**src/rtl/dma_desc_pkg.sv**
```systemverilog
package dma_desc_pkg;
  localparam int unsigned WORD_W   = 32;
  localparam int unsigned TYPE_LSB = 28;
  localparam int unsigned N_ROLE   = 8;

  typedef enum logic [2:0] {
    DT_SINGLE  = 3'd0,
    DT_1D      = 3'd1,
    DT_2D      = 3'd2,
    DT_MEMCPY  = 3'd3,
    DT_SCATTER = 3'd4
  } dtype_e;

  typedef enum logic [2:0] {
    RL_CTL  = 3'd0,
    RL_SRC  = 3'd1,
    RL_DST  = 3'd2,
    RL_XCNT = 3'd3,
    RL_XINC = 3'd4,
    RL_YCNT = 3'd5,
    RL_YINC = 3'd6,
    RL_NEXT = 3'd7
  } role_e;

  function automatic logic code_ok(logic [2:0] c);
    return c <= 3'd4;
  endfunction
endpackage

```
**src/rtl/dma_desc_layout.sv**
```systemverilog
module dma_desc_layout
  import dma_desc_pkg::*;
(
  input  logic [2:0] code_i,
  input  logic [2:0] idx_i,
  output logic [2:0] last_o,
  output role_e      role_o
);
  // word index -> field role, per descriptor kind
  always_comb begin
    last_o = 3'd0;
    role_o = RL_CTL;
    case (code_i)
      DT_SINGLE: begin
        last_o = 3'd3;
        case (idx_i)
          3'd1:    role_o = RL_SRC;
          3'd2:    role_o = RL_DST;
          3'd3:    role_o = RL_NEXT;
          default: role_o = RL_CTL;
        endcase
      end
      DT_SCATTER: begin
        last_o = 3'd3;
        case (idx_i)
          3'd1:    role_o = RL_SRC;
          3'd2:    role_o = RL_XCNT;
          3'd3:    role_o = RL_NEXT;
          default: role_o = RL_CTL;
        endcase
      end
      DT_MEMCPY: begin
        last_o = 3'd4;
        case (idx_i)
          3'd1:    role_o = RL_SRC;
          3'd2:    role_o = RL_DST;
          3'd3:    role_o = RL_XCNT;
          3'd4:    role_o = RL_NEXT;
          default: role_o = RL_CTL;
        endcase
      end
      DT_1D: begin
        last_o = 3'd5;
        case (idx_i)
          3'd1:    role_o = RL_SRC;
          3'd2:    role_o = RL_DST;
          3'd3:    role_o = RL_XCNT;
          3'd4:    role_o = RL_XINC;
          3'd5:    role_o = RL_NEXT;
          default: role_o = RL_CTL;
        endcase
      end
      DT_2D: begin
        last_o = 3'd7;
        case (idx_i)
          3'd1:    role_o = RL_SRC;
          3'd2:    role_o = RL_DST;
          3'd3:    role_o = RL_XCNT;
          3'd4:    role_o = RL_XINC;
          3'd5:    role_o = RL_YCNT;
          3'd6:    role_o = RL_YINC;
          3'd7:    role_o = RL_NEXT;
          default: role_o = RL_CTL;
        endcase
      end
      default: begin
        last_o = 3'd0;
        role_o = RL_CTL;
      end
    endcase
  end
endmodule

```
**src/rtl/dma_desc_fields.sv**
```systemverilog
module dma_desc_fields
  import dma_desc_pkg::*;
#(
  parameter int unsigned DW = WORD_W
) (
  input  logic                     clk_i,
  input  logic                     rst_ni,
  input  logic                     clr_i,
  input  logic                     wr_i,
  input  role_e                    role_i,
  input  logic [DW-1:0]            data_i,
  output logic [N_ROLE-1:0][DW-1:0] words_o,
  output logic [N_ROLE-1:0]        seen_o
);
  for (genvar g = 0; g < N_ROLE; g++) begin : g_role
    always_ff @(posedge clk_i or negedge rst_ni) begin
      if (!rst_ni) begin
        words_o[g] <= '0;
        seen_o[g]  <= 1'b0;
      end else if (clr_i) begin
        words_o[g] <= '0;
        seen_o[g]  <= 1'b0;
      end else if (wr_i && (role_i == role_e'(g))) begin
        words_o[g] <= data_i;
        seen_o[g]  <= 1'b1;
      end
    end
  end

  // clear only happens on a load, never with a response in flight
  assert_no_clr_wr_R5: assert property (@(posedge clk_i) disable iff (!rst_ni)
    !(clr_i && wr_i));
endmodule

```
**src/rtl/dma_desc_fetch.sv**
```systemverilog
module dma_desc_fetch
  import dma_desc_pkg::*;
#(
  parameter int unsigned CNT_W   = 16,
  parameter int unsigned ALIGN_W = 5
) (
  input  logic                clk_i,
  input  logic                rst_ni,
  input  logic                start_i,
  input  logic [WORD_W-1:0]   start_ptr_i,
  input  logic                done_i,
  output logic                rd_req_valid_o,
  output logic [WORD_W-1:0]   rd_req_addr_o,
  input  logic                rd_req_ready_i,
  input  logic                rd_rsp_valid_i,
  input  logic [WORD_W-1:0]   rd_rsp_data_i,
  output logic                fetched_valid_o,
  output logic [2:0]          desc_type_o,
  output logic [WORD_W-1:0]   ctl_o,
  output logic [WORD_W-1:0]   src_o,
  output logic [WORD_W-1:0]   dst_o,
  output logic [CNT_W:0]      xcount_o,
  output logic [WORD_W-1:0]   xincr_o,
  output logic [CNT_W:0]      ycount_o,
  output logic [WORD_W-1:0]   yincr_o,
  output logic [WORD_W-1:0]   next_o,
  output logic [WORD_W-1:0]   cur_ptr_o,
  output logic                chain_done_o,
  output logic                err_o
);
  localparam int unsigned DW = WORD_W;

  typedef enum logic [2:0] {S_IDLE, S_REQ, S_RSP, S_VALID, S_ERR} st_e;

  st_e               state_q;
  logic [2:0]        idx_q, last_q, code_q;
  logic [DW-1:0]     cur_q;
  logic              chain_done_q;

  logic              load_go, load_null, load_bad, load_ok;
  logic [DW-1:0]     load_ptr;
  logic [2:0]        code_sel, last_w;
  role_e             role_w;
  logic              wr_w;
  logic [N_ROLE-1:0][DW-1:0] words;
  logic [N_ROLE-1:0]         seen;

  assign load_go   = ((state_q == S_IDLE || state_q == S_ERR) && start_i) ||
                     (state_q == S_VALID && done_i);
  assign load_ptr  = (state_q == S_VALID) ? words[RL_NEXT] : start_ptr_i;
  assign load_null = (load_ptr == '0);
  assign load_bad  = !load_null && (load_ptr[ALIGN_W-1:0] != '0);
  assign load_ok   = load_go && !load_null && !load_bad;

  assign code_sel = (idx_q == 3'd0) ? rd_rsp_data_i[TYPE_LSB +: 3] : code_q;
  assign wr_w     = (state_q == S_RSP) && rd_rsp_valid_i;

  dma_desc_layout u_layout (
    .code_i (code_sel),
    .idx_i  (idx_q),
    .last_o (last_w),
    .role_o (role_w)
  );

  dma_desc_fields #(.DW(DW)) u_fields (
    .clk_i   (clk_i),
    .rst_ni  (rst_ni),
    .clr_i   (load_ok),
    .wr_i    (wr_w),
    .role_i  (role_w),
    .data_i  (rd_rsp_data_i),
    .words_o (words),
    .seen_o  (seen)
  );

  always_ff @(posedge clk_i or negedge rst_ni) begin
    if (!rst_ni) begin
      state_q      <= S_IDLE;
      idx_q        <= '0;
      last_q       <= '0;
      code_q       <= '0;
      cur_q        <= '0;
      chain_done_q <= 1'b0;
    end else begin
      chain_done_q <= 1'b0;
      if (load_go) begin
        if (load_null) begin
          cur_q        <= '0;
          chain_done_q <= 1'b1;
          state_q      <= S_IDLE;
        end else if (load_bad) begin
          state_q <= S_ERR;
        end else begin
          cur_q   <= load_ptr;
          idx_q   <= '0;
          state_q <= S_REQ;
        end
      end else begin
        case (state_q)
          S_REQ: if (rd_req_ready_i) state_q <= S_RSP;
          S_RSP: if (rd_rsp_valid_i) begin
            if (idx_q == 3'd0) begin
              if (!code_ok(code_sel)) begin
                state_q <= S_ERR;
              end else begin
                code_q  <= code_sel;
                last_q  <= last_w;
                idx_q   <= 3'd1;
                state_q <= S_REQ;
              end
            end else if (idx_q == last_q) begin
              state_q <= S_VALID;
            end else begin
              idx_q   <= idx_q + 3'd1;
              state_q <= S_REQ;
            end
          end
          default: ;
        endcase
      end
    end
  end

  assign rd_req_valid_o  = (state_q == S_REQ);
  assign rd_req_addr_o   = cur_q + {{(DW-5){1'b0}}, idx_q, 2'b00};
  assign fetched_valid_o = (state_q == S_VALID);
  assign err_o           = (state_q == S_ERR);
  assign chain_done_o    = chain_done_q;
  assign cur_ptr_o       = cur_q;
  assign desc_type_o     = code_q;
  assign ctl_o           = words[RL_CTL];
  assign src_o           = words[RL_SRC];
  assign dst_o           = words[RL_DST];
  assign xincr_o         = words[RL_XINC];
  assign yincr_o         = words[RL_YINC];
  assign next_o          = words[RL_NEXT];
  assign xcount_o = seen[RL_XCNT] ? (CNT_W+1)'(words[RL_XCNT][CNT_W-1:0]) + (CNT_W+1)'(1) : '0;
  assign ycount_o = seen[RL_YCNT] ? (CNT_W+1)'(words[RL_YCNT][CNT_W-1:0]) + (CNT_W+1)'(1) : '0;

  logic unused_bits;
  assign unused_bits = ^{words[RL_XCNT][DW-1:CNT_W], words[RL_YCNT][DW-1:CNT_W],
                         seen[RL_CTL], seen[RL_SRC], seen[RL_DST], seen[RL_XINC],
                         seen[RL_YINC], seen[RL_NEXT]};

  assert_req_hold_R2: assert property (@(posedge clk_i) disable iff (!rst_ni)
    rd_req_valid_o && !rd_req_ready_i |=> rd_req_valid_o && $stable(rd_req_addr_o));
  assert_err_quiet_R3: assert property (@(posedge clk_i) disable iff (!rst_ni)
    err_o |-> !rd_req_valid_o && !fetched_valid_o);
  assert_single_nocnt_R6: assert property (@(posedge clk_i) disable iff (!rst_ni)
    fetched_valid_o && desc_type_o == DT_SINGLE |-> xcount_o == '0 && ycount_o == '0);
  assert_valid_quiet_R7: assert property (@(posedge clk_i) disable iff (!rst_ni)
    fetched_valid_o |-> !rd_req_valid_o);
  assert_chain_pulse_R9: assert property (@(posedge clk_i) disable iff (!rst_ni)
    chain_done_o |=> !chain_done_o);
  assert_chain_clr_R9: assert property (@(posedge clk_i) disable iff (!rst_ni)
    chain_done_o |-> cur_ptr_o == '0 && !rd_req_valid_o);
  assert_aligned_R10: assert property (@(posedge clk_i) disable iff (!rst_ni)
    rd_req_valid_o |-> cur_ptr_o[ALIGN_W-1:0] == '0);
endmodule

```
**config.mk**
```make
export PLATFORM = sky130hd
export DESIGN_NAME = dma_desc_fetch
export DESIGN_NICKNAME = d
export VERILOG_FILES = /design/src/rtl/dma_desc_pkg.sv /design/src/rtl/dma_desc_layout.sv /design/src/rtl/dma_desc_fields.sv /design/src/rtl/dma_desc_fetch.sv
export SDC_FILE = /design/constraint.sdc
export NUM_CORES = 1
export LEC_CHECK = 0
export ABC_AREA = 1
export BUFFER_PORTS_ARGS = -buffer_cell sky130_fd_sc_hd__buf_4
export CAP_MARGIN = 20
export CORE_UTILIZATION = 59
export DETAILED_ROUTE_END_ITERATION = 8
export HOLD_SLACK_MARGIN = 0.08
export PLACE_DENSITY = 0.95
export SKIP_CTS_REPAIR_TIMING = 1
export SYNTH_ARGS = -nofsm -noshare
export SYNTH_HDL_FRONTEND = slang
export SYNTH_HIERARCHICAL = 1
export SYNTH_SLANG_ARGS = --single-unit
```
**constraint.sdc**
```tcl
create_clock -name clk_i -period 8.5 [get_ports clk_i]
set_input_delay 1.275 -clock clk_i [delete_from_list [all_inputs] [get_ports clk_i]]
set_output_delay 1.275 -clock clk_i [all_outputs]
set_load 0.01 [all_outputs]
```
-- Yosys cells after proc, flatten, opt, wreduce, memory -nomap -nowiden
Index checks and enable logic that the tools add are counted.
- bits of input ports: 70
- logic and storage cells: 144
- flip-flop bits (word level): 271
- bitwise operators: 1
- eq/ne operators: 30
- magnitude comparators: 1
- reductions and logical operators: 40
- muxes and demuxes: 52
- add/sub/neg operators: 4
- operators with widths (kind ; count):
    $mux 32 ; 15
    $mux 16 ; 4
    $mux 3 ; 16
    $add 16x1->17 const B ; 2
    $mux 17 ; 2
    $add 32x5->32 ; 1
    $logic_not 32->1 ; 1
    $eq 3x3->1 const B ; 10
    $pmux 3 s5 ; 2
    $eq 3x2->1 const B ; 8
    $pmux 3 s4 ; 2
    $pmux 3 s7 ; 1
    $reduce_bool 2->1 ; 10
    $pmux 3 s3 ; 2
    $logic_and 1x1->1 ; 14
    $eq 3x1->1 const B ; 4
    $logic_not 3->1 ; 4
    $mux 1 ; 6
    $ne 2x2->1 const B ; 3
    $ne 3x3->1 const B ; 2
    $pmux 3 s2 ; 1
    $reduce_and 6->1 ; 1
    $reduce_and 5->1 ; 1
    $reduce_bool 5->1 ; 1
    13 further kinds ; 15

-- Logic depth before layout (Yosys ltp)
Gate-level depths: netlist (run 1).
- depth after elaboration: 8
- depth in mapped cells: 19
- gate-level depth less buffers: 17

-- Cells and area by module
Netlist (run 1), hierarchy kept.
- by module, submodules not included (module ; times used ; area an instance (um2) ; cells each):
    dma_desc_fields ; 1 ; 11157.0 ; 1226
    dma_desc_fetch ; 1 ; 4227.8 ; 668
    dma_desc_layout ; 1 ; 212.7 ; 49

-- Worst setup path after synthesis (run 1)
OpenSTA, ideal clock, no wires.
- path kind: reg2out
- start point: register idx_q[0]
- end point: output rd_req_addr_o[24]
- data required time: 7.225 ns
- arrival time: 2.231 ns
- path slack: 4.994 ns
- cell stages (with the launch flop): 11
- buffers on the path: 0
- path through: dfrtp_1 ha_1 inv_1 fa_1 o21ai_0 nand4_1 inv_1 and3_1 nand2_1 nor2_1 xor2_1
- longest elaborated chain between the ends: 1
- ends and longest elaborated chain (item ; line ; text):
    from (decl) ; dma_desc_fetch.sv:36 ; logic [2:0] idx_q, last_q, code_q;
    from (signal assigned) ; dma_desc_fetch.sv:114 ; idx_q <= idx_q + 3'd1;
    $add 32x5->32 ; dma_desc_fetch.sv:125 ; assign rd_req_addr_o = cur_q + {{(DW-5){1'b0}}, idx_q, 2'b00};
    to (decl) ; dma_desc_fetch.sv:13 ; output logic [WORD_W-1:0] rd_req_addr_o,
Every way passes these cells.

-- Worst setup path after layout (run 1)
- start point: register state_q[2]
- end point: register u_fields/words_o[131] (netlist name)
- longest elaborated chain between the ends: 8
- elaborated cells on any way between the ends: 20
- those cells by class: eq/ne: 3; mux: 2; reduce/logical: 15
- ends and longest elaborated chain (item ; line ; text):
    from (decl) ; dma_desc_fetch.sv:35 ; st_e state_q;
    from (signal assigned) ; dma_desc_fetch.sv:78 ; state_q <= S_IDLE;
    from (signal assigned) ; dma_desc_fetch.sv:90 ; state_q <= S_IDLE;
    from (signal assigned) ; dma_desc_fetch.sv:92 ; state_q <= S_ERR;
    $eq 3x2->1 ; dma_desc_fetch.sv:49, dma_desc_fetch.sv:50 ;
    $mux 32 ; dma_desc_fetch.sv:50 ; assign load_ptr = (state_q == S_VALID) ? words[RL_NEXT] : start_ptr_i;
    $logic_not 32->1 ; dma_desc_fetch.sv:51 ; assign load_null = (load_ptr == '0);
    $logic_not 1->1 ; dma_desc_fetch.sv:52, dma_desc_fetch.sv:53 ;
    $logic_and 1x1->1 ; dma_desc_fetch.sv:52 ; assign load_bad = !load_null && (load_ptr[ALIGN_W-1:0] != '0);
    $logic_not 1->1 ; dma_desc_fetch.sv:53 ; assign load_ok = load_go && !load_null && !load_bad;
    $logic_and 1x1->1 * ; dma_desc_fetch.sv:53 ;
    named net load_ok ; dma_desc_fetch.sv:40 ; logic load_go, load_null, load_bad, load_ok;
    $mux 32 or $reduce_bool 2->1 (tied branches) ; - ;
    to (signal, indexed assignment) ; dma_desc_fields.sv:24 ; words_o[g] <= data_i;
    to (decl) ; dma_desc_fields.sv:12 ; output logic [N_ROLE-1:0][DW-1:0] words_o,
Mark *: on every way through the listed nets, which the timed path passes. The rest lies on a longest branch.
A chain may end at the register's enable or synchronous reset.

==> results of run 1 <==
-- power by group --
part | internal, W | switching (W)
registers | 0.00168 | 0.000363
logic | 0.000956 | 0.00134
clock network | 0.000660 | 0.000520
-- worst max-delay path, stage by stage (launching register included) --
cell and delay [ps]:
dfrtp_1 440, inv_2 100, nand3_2 690, o21ai_0 630, nand2_1 90, nor2_1 100
nand2_1 50, nor2_1 80, nand2_1 100, nand2_2 120, inv_2 390, inv_6 850
buf_4 910, nand3_1 250, nand2_1 150
-- cells in the final DEF, fill, tap and decap left out, drive strengths merged, types with 4 or more instances in the layout --
master / n
ha: 7
xnor2: 17
nand4: 14
dfrtp: 271
clkinvlp: 5
nand2: 693
xor2: 19
nand3: 248
inv: 174
nor4: 4
clkinv: 10
nor3: 24
buf: 371
o21ai: 66
a21oi: 20
nor2: 131
clkbuf: 38
-- metrics by stage --
stage,utilization [%],std cells
after floorplan,-,1791
after global placement,70.6,2389
after detailed placement,70.6,2389
after CTS,74.4,2441
after global routing,74.5,2443
final,74.5,2443
-- final cells by class --
class,instances,area (sq um),share of cell area (%)
multi-input combinational,1255,5890,33.8
tap,319,399,2.29
inverter,175,667,3.82
clock buffer,38,798,4.58
timing repair buffer,371,2810,16.1
clock inverter,14,93.8,0.538
sequential,271,6780,38.9
-- state kept, by name, indices dropped and copies added, names as in the netlist --
signal / cells
chain_done_o: 1
cur_ptr_o: 32
desc_type_o: 3
idx_q: 3
last_q: 3
state_q: 3
u_fields/seen_o: 2
u_fields/words_o: 224
-- per-layer routing --
metal	vias up	GRT usage, %	wire, microns
met4	0	22.8	2910
met1	6471	47.5	16800
met5	-	0	0
met2	939	62.0	22300
li1	6237	-	-
met3	205	9.64	5480
-- worst paths after layout --
| path | start | endpoint | slack [ps] | cells after the start |
|---|---|---|---|---|
| setup reg to reg | state_q[2] | u_fields/words_o[131] | 3370 | 14 |
| hold reg to reg | u_fields/words_o[219] | u_fields/words_o[219] | 500 | 2 |
| max in group asynchronous | rst_ni | u_fields/words_o[135] | 6090 | 2 |
| hold / removal | u_fields/words_o[219] | u_fields/words_o[219] | 500 | 2 |
| min in group asynchronous | rst_ni | cur_ptr_o[15] | 760 | 1 |
| setup / recovery | state_q[2] | u_fields/words_o[131] | 3370 | 14 |
==> results_dict.tcl, run 1 <==
set metrics [dict create \
    worstSetupPathType "flop to flop" \
    cap_violations 0 \
    fin_setup_tns_ps 0 \
    initial_core_util_pct 60.2 \
    grt_pass1_wl_microns 72600 \
    arrival_ps 5610 \
    overflow 0 \
    slew_violations 0 \
    min_period_ps 5130 \
    ios 367 \
    place_ws_ps 3600 \
    fp.dieH_microns 156 \
    placed_area_sq_um 16500 \
    rows 56 \
    ctsLongestPathBuffers 3 \
    whs_ps 504 \
    io_buffers 366 \
    p_leak_nw 9.84 \
    peakVddDrop_v 0.000278 \
    finClkSkew_ps 15.5 \
    fin_nets 2180 \
    die-area_sq_um 24500 \
    status "complete, no violations" \
    wl_microns 47500 \
    final_hold_viol_count 0 \
    drive_above_1_share_pct 24.6 \
    grt_usage_pct 38.7 \
    die_w_microns 156 \
    min_period_over_period_pct 60.4 \
    numCtsBuffers 28 \
    gp_congestion 0.931 \
    vias_per_cell 5.67 \
    vias 13900 \
    drt_iter0_drc 1858 \
    drtAntennaViolNets 0 \
    fmax_mhz 195 \
    insertion_delay_ps 550 \
    n_antenna_cell 0 \
    setup_viol 0 \
    hold_path_class "flop to flop" \
    antenna_found_initial 0 \
    post-route-drc-count 0 \
    dp_hpwl_microns 32100 \
    grt_pass1_vias 13300 \
    synthesis.nets 1869 \
    htreeDepth 1 \
    syn_area_sq_um 14100 \
    p_per_area_nw_per_um2 316 \
    relSlewSlack_pct 22.2 \
    first_pass_iters 8 \
    synth-warning-count 6 \
    setup_slack_ps 3370 \
    area_growth_pct 23.9 \
    cts_sinks 271 \
    syn_inst 1791 \
    cts.clk_slew.worst_paths_ps 70 \
    cts_tree "yes" \
    rsz0062_at_grt "false" \
    endpoint_kind "flop" \
    grt_max_degree 134 \
    startpoint_type "flop" \
    cp_max_fo 133 \
    total_power_w 0.00552 \
    root_buffer "clkbuf_16" \
    wl_per_cell_microns 19.4 \
    final_area_sq_um 17400 \
    worstMarginPinSlew_ps 1160 \
    syn_avg_cell_area_sq_um 7.86 \
    nFillCells 1736 \
    worstPathRequired_ps 8980 \
    core_sq_um 23400 \
]
Power figures use the tool's default switching activity.
==> run 2: changes to the inputs <==
ABC_AREA = 0   (was 1)
CORE_UTILIZATION = 55   (was 59)
PLACE_DENSITY = 0.93   (was 0.95)
clock period = 5.1 ns   (was 8.5 ns; I/O delays follow)
==> results_dict.tcl, run 2 <==
set metrics [dict create \
    wl_microns 41300 \
    top_layer "met4" \
    startpoint "idx_q[0]" \
    worstSetupPathType "flop to output port" \
    overflow 0 \
    grt_pass1_wl_microns 64100 \
    status "complete, no violations" \
    ios 367 \
    fp.dieH_microns 161 \
    io_buffers 366 \
    vias_per_cell 5.72 \
    wl_per_cell_microns 21.5 \
    final_hold_viol_count 0 \
    cts_sinks 271 \
    drt_iter0_drc 781 \
    first_pass_iters 5 \
    post-route-drc-count 0 \
    worstMarginPinSlew_ps 930 \
    initial_core_util_pct 56.6 \
    min_period_over_period_pct 82.1 \
    p_per_area_nw_per_um2 506 \
    syn_inst 1277 \
    peakVddDrop_v 0.000292 \
    vias 11000 \
    die-area_sq_um 26000 \
    setup_viol 0 \
    cts.clk_slew.worst_paths_ps 60 \
    area_growth_pct 27.6 \
    hold_path_class "input port to async pin" \
    fin_nets 1651 \
    numCtsBuffers 28 \
    grt_max_degree 143 \
    fmax_mhz 239 \
    gp_congestion 0.984 \
    relSlewSlack_pct 37.9 \
    wl_met1_microns 15900 \
    ctsLongestPathBuffers 3 \
    nFillCells 1714 \
    wl_met2_microns 20400 \
    startpoint_type "flop" \
    r2r-start "idx_q[1]" \
    top_register "u_fields/words_o" \
    cts_tree "yes" \
    regToRegSetupSlack_ps 950 \
    whs_ps 264 \
    die_w_microns 161 \
    fin_setup_tns_ps 0 \
    drive_above_1_share_pct 28.1 \
    cap_violations 0 \
    utilization_pct 72.2 \
    antenna_found_initial 2 \
    core_sq_um 24600 \
    worstPathRequired_ps 4340 \
    synthesis.nets 1355 \
    finClkSkew_ps 10.9 \
    insertion_delay_ps 540 \
    largest_register_ffs 224 \
    final_cell_mix "376 x buf_4, 271 x dfrtp_1, 259 x nand2b_1" \
    slew_violations 0 \
    layout_commonest_cell "buf_4" \
    syn_area_sq_um 13900 \
    htreeDepth 1 \
    wl_met3_microns 3370 \
    p_leak_nw 9.60 \
    grt_usage_pct 31.5 \
    root_buffer "clkbuf_16" \
    arrival_ps 3420 \
    rsz0062_at_grt "false" \
    rr_worst_depth 9 \
    r2r_end "u_fields/words_o[157]" \
    synth-warning-count 6 \
    dp_hpwl_microns 28700 \
    drtAntennaViolNets 0 \
    syn_avg_cell_area_sq_um 10.9 \
    cp_max_fo 13 \
    grt_pass1_vias 11400 \
    rows 57 \
    min_period_ps 4190 \
    endpoint_kind "output port" \
]
-- run 2: cell type report --
| type | instances | area, sq um | share of cell area [%] |
|---|---|---|---|
| Sequential cell | 271 | 6780 | 38.2 |
| Multi-Input combinational cell | 871 | 6570 | 37.0 |
| Timing Repair Buffer | 380 | 2900 | 16.3 |
| Clock buffer | 38 | 778 | 4.38 |
| Tap cell | 324 | 405 | 2.28 |
| Clock inverter | 12 | 246 | 1.39 |
| Inverter | 21 | 78.8 | 0.444 |
| Antenna cell | 2 | 5.00 | 0.0282 |
-- run 2: where the power goes --
group / internal [W] / switching (W)
Combinational: 0.00167 / 0.00172
Sequential: 0.00272 / 0.000600
Clock: 0.00142 / 0.000848
-- run 2: how the worst max path moves through the flow --
stage / to / slack, ps / cells past startpoint
after global routing: u_fields/words_o[129] / 650 / 9
after detailed placement: u_fields/words_o[157] / 1040 / 9
after global placement: u_fields/words_o[142] / 1290 / 9
after CTS: rd_req_addr_o[24] / 940 / 9
after floorplan: u_fields/words_o[13] / 1690 / 14
final: rd_req_addr_o[28] / 910 / 9
-- run 2: per-stage QoR --
stage	total power [W]	instance area [sq um]	std cells	setup WS [ps]
finish	0.00898	17800	1919	911
global route	0.00941	17800	1919	654
CTS	0.00900	17800	1917	938
detailed placement	0.00670	16700	1867	1040
global placement	0.00656	16700	1867	1290
floorplan	0.00511	13900	1277	1690
-- run 2: metal layers --
layer  track usage (%)  vias to the layer above
li1                  -                     4887
met1              38.6                     5430
met2              54.0                      547
met3              6.91                      121
met4              12.9                        0
met5                 0                        -
-- run 2: worst max-delay path, stage by stage, from the launching register on --
cell and delay (ps):
dfrtp_1 640, ha_1 270, inv_1 60, fa_1 420, nand2b_1 180, a21oi_1 570, nand4_1 280, nor2_1 170
xor2_1 150, buf_4 130
==> run 3: changes to the inputs <==
clock period = 3.9 ns   (was 5.1 ns; I/O delays follow)
==> results_dict.tcl, run 3 (synthesis gave the netlist of run 2 again) <==
set metrics [dict create \
    top_layer "met4" \
    fp.dieH_microns 161 \
    cp_slowest_cell "nand4bb_4" \
    slowest_delay_ps 820 \
    multiInputGateArea_sq_um 6570 \
    area_growth_pct 27.2 \
    drt_iter0_drc 797 \
    slew_violations 0 \
    p_per_area_nw_per_um2 646 \
    antenna_found_initial 0 \
    drive_above_1_share_pct 28.6 \
    arrival_ps 4070 \
    wl_met3_microns 3250 \
    io_buffers 366 \
    fin_setup_tns_ps 0 \
    overflow 0 \
    fin_nets 1660 \
    path_cells "nand2b_1, mux2_2, nor4b_1, nand2_1, o21ai_1, nand4bb_4, mux2i_1" \
    hold_path_class "input port to async pin" \
    relSlewSlack_pct 36.0 \
    endpoint_kind "flop" \
    ios 367 \
    cts.clk_slew.worst_paths_ps 60 \
    ctsLongestPathBuffers 3 \
    grt_pass1_vias 11300 \
    vias 10900 \
    post-route-drc-count 0 \
    htreeDepth 1 \
    cts_tree "yes" \
    wl_per_cell_microns 21.6 \
    dp_hpwl_microns 29300 \
    finClkSkew_ps 16.0 \
    cts_sinks 271 \
    min_period_ps 3630 \
    initial_core_util_pct 56.6 \
    register_area_sq_um 6780 \
    gp_congestion 0.944 \
    nFillCells 1772 \
    startpoint_type "flop" \
    status "complete, no violations" \
    grt_pass1_wl_microns 64100 \
    rsz0062_at_grt "false" \
    setup_viol 0 \
    die-area_sq_um 26000 \
    worstPathRequired_ps 4340 \
    grt_usage_pct 31.7 \
    peakVddDrop_v 0.000417 \
    drtAntennaViolNets 0 \
    top_register "u_fields/words_o" \
    place_ws_ps 275 \
    layout_commonest_cell "buf_4" \
    cp.depth 7 \
    grt_max_degree 111 \
    final_cell_mix "384 x buf_4, 271 x dfrtp_1, 259 x nand2b_1" \
    critPathBufInv 0 \
    first_pass_iters 5 \
    fmax_mhz 276 \
    core_sq_um 24600 \
    n_antenna_cell 0 \
    p_leak_nw 9.60 \
    whs_ps 47.2 \
    wl_microns 41600 \
    root_buffer "clkbuf_16" \
    vias_per_cell 5.67 \
    crit_family "simple AND/OR/NAND/NOR gates" \
    cap_violations 0 \
    insertion_delay_ps 540 \
    worstMarginPinSlew_ps 958 \
    min_period_over_period_pct 93.0 \
    die_w_microns 161 \
    worstSetupPathType "flop to flop" \
    wl_met2_microns 20300 \
    rr_worst_depth 7 \
    largest_register_ffs 224 \
    numCtsBuffers 28 \
    wl_met1_microns 16400 \
    setup_slack_ps 272 \
    final_hold_viol_count 0 \
    rows 57 \
    cp_max_fo 32 \
]
[run 3: changes by cell type in the layout (fill, tap and decap cells not counted), moves of 2 or more]
cell,before,now
clkinv_2,4,7
buf_4,376,384
bufinv_16,7,1
diode_2,2,0
[run 3: layout make-up]
type,count,share of cell area (%)
timing repair buffer,389,16.8
tap,324,2.29
clock inverter,12,0.572
multi-input combinational,871,37.1
sequential,271,38.3
inverter,21,0.445
clock buffer,39,4.48
[run 3: power by group]
group | switching (W) | leakage [nW] | total (W) | internal, W
Clock | 0.00112 | 0.444 | 0.00261 | 0.00149
Combinational | 0.00230 | 5.50 | 0.00451 | 0.00221
Sequential | 0.000761 | 3.66 | 0.00432 | 0.00356
Total | 0.00418 | 9.60 | 0.0114 | 0.00726
[run 3: path summary, 6_finish.rpt]
path | from | end | slack [ps]
worst max-delay path | idx_q[2] | u_fields/words_o[129] | 270
min in group clk_i | start_ptr_i[17] | cur_ptr_o[17] | 340
max in group asynchronous | rst_ni | desc_type_o[1] | 2820
worst min-delay path | rst_ni | u_fields/words_o[142] | 50
worst min register to register | cur_ptr_o[0] | cur_ptr_o[0] | 510
worst max register to register | idx_q[2] | u_fields/words_o[129] | 270
[run 3: per-layer routing]
metal / vias up / global-route usage (%)
met4: 0 / 13.0
met1: 5429 / 39.7
met3: 108 / 7.04
li1: 4904 / -
met2: 494 / 53.2
met5: - / 0
[run 3: per-stage QoR]
stage	cell area (sq um)	total power (W)	util [%]	std cells
floorplan	13900	0.00668	-	1277
global placement	16800	0.00863	68.3	1876
detailed placement	16800	0.00881	68.3	1876
CTS	17700	0.0115	72.0	1927
global route	17700	0.0120	72.0	1927
finish	17700	0.0114	72.0	1927
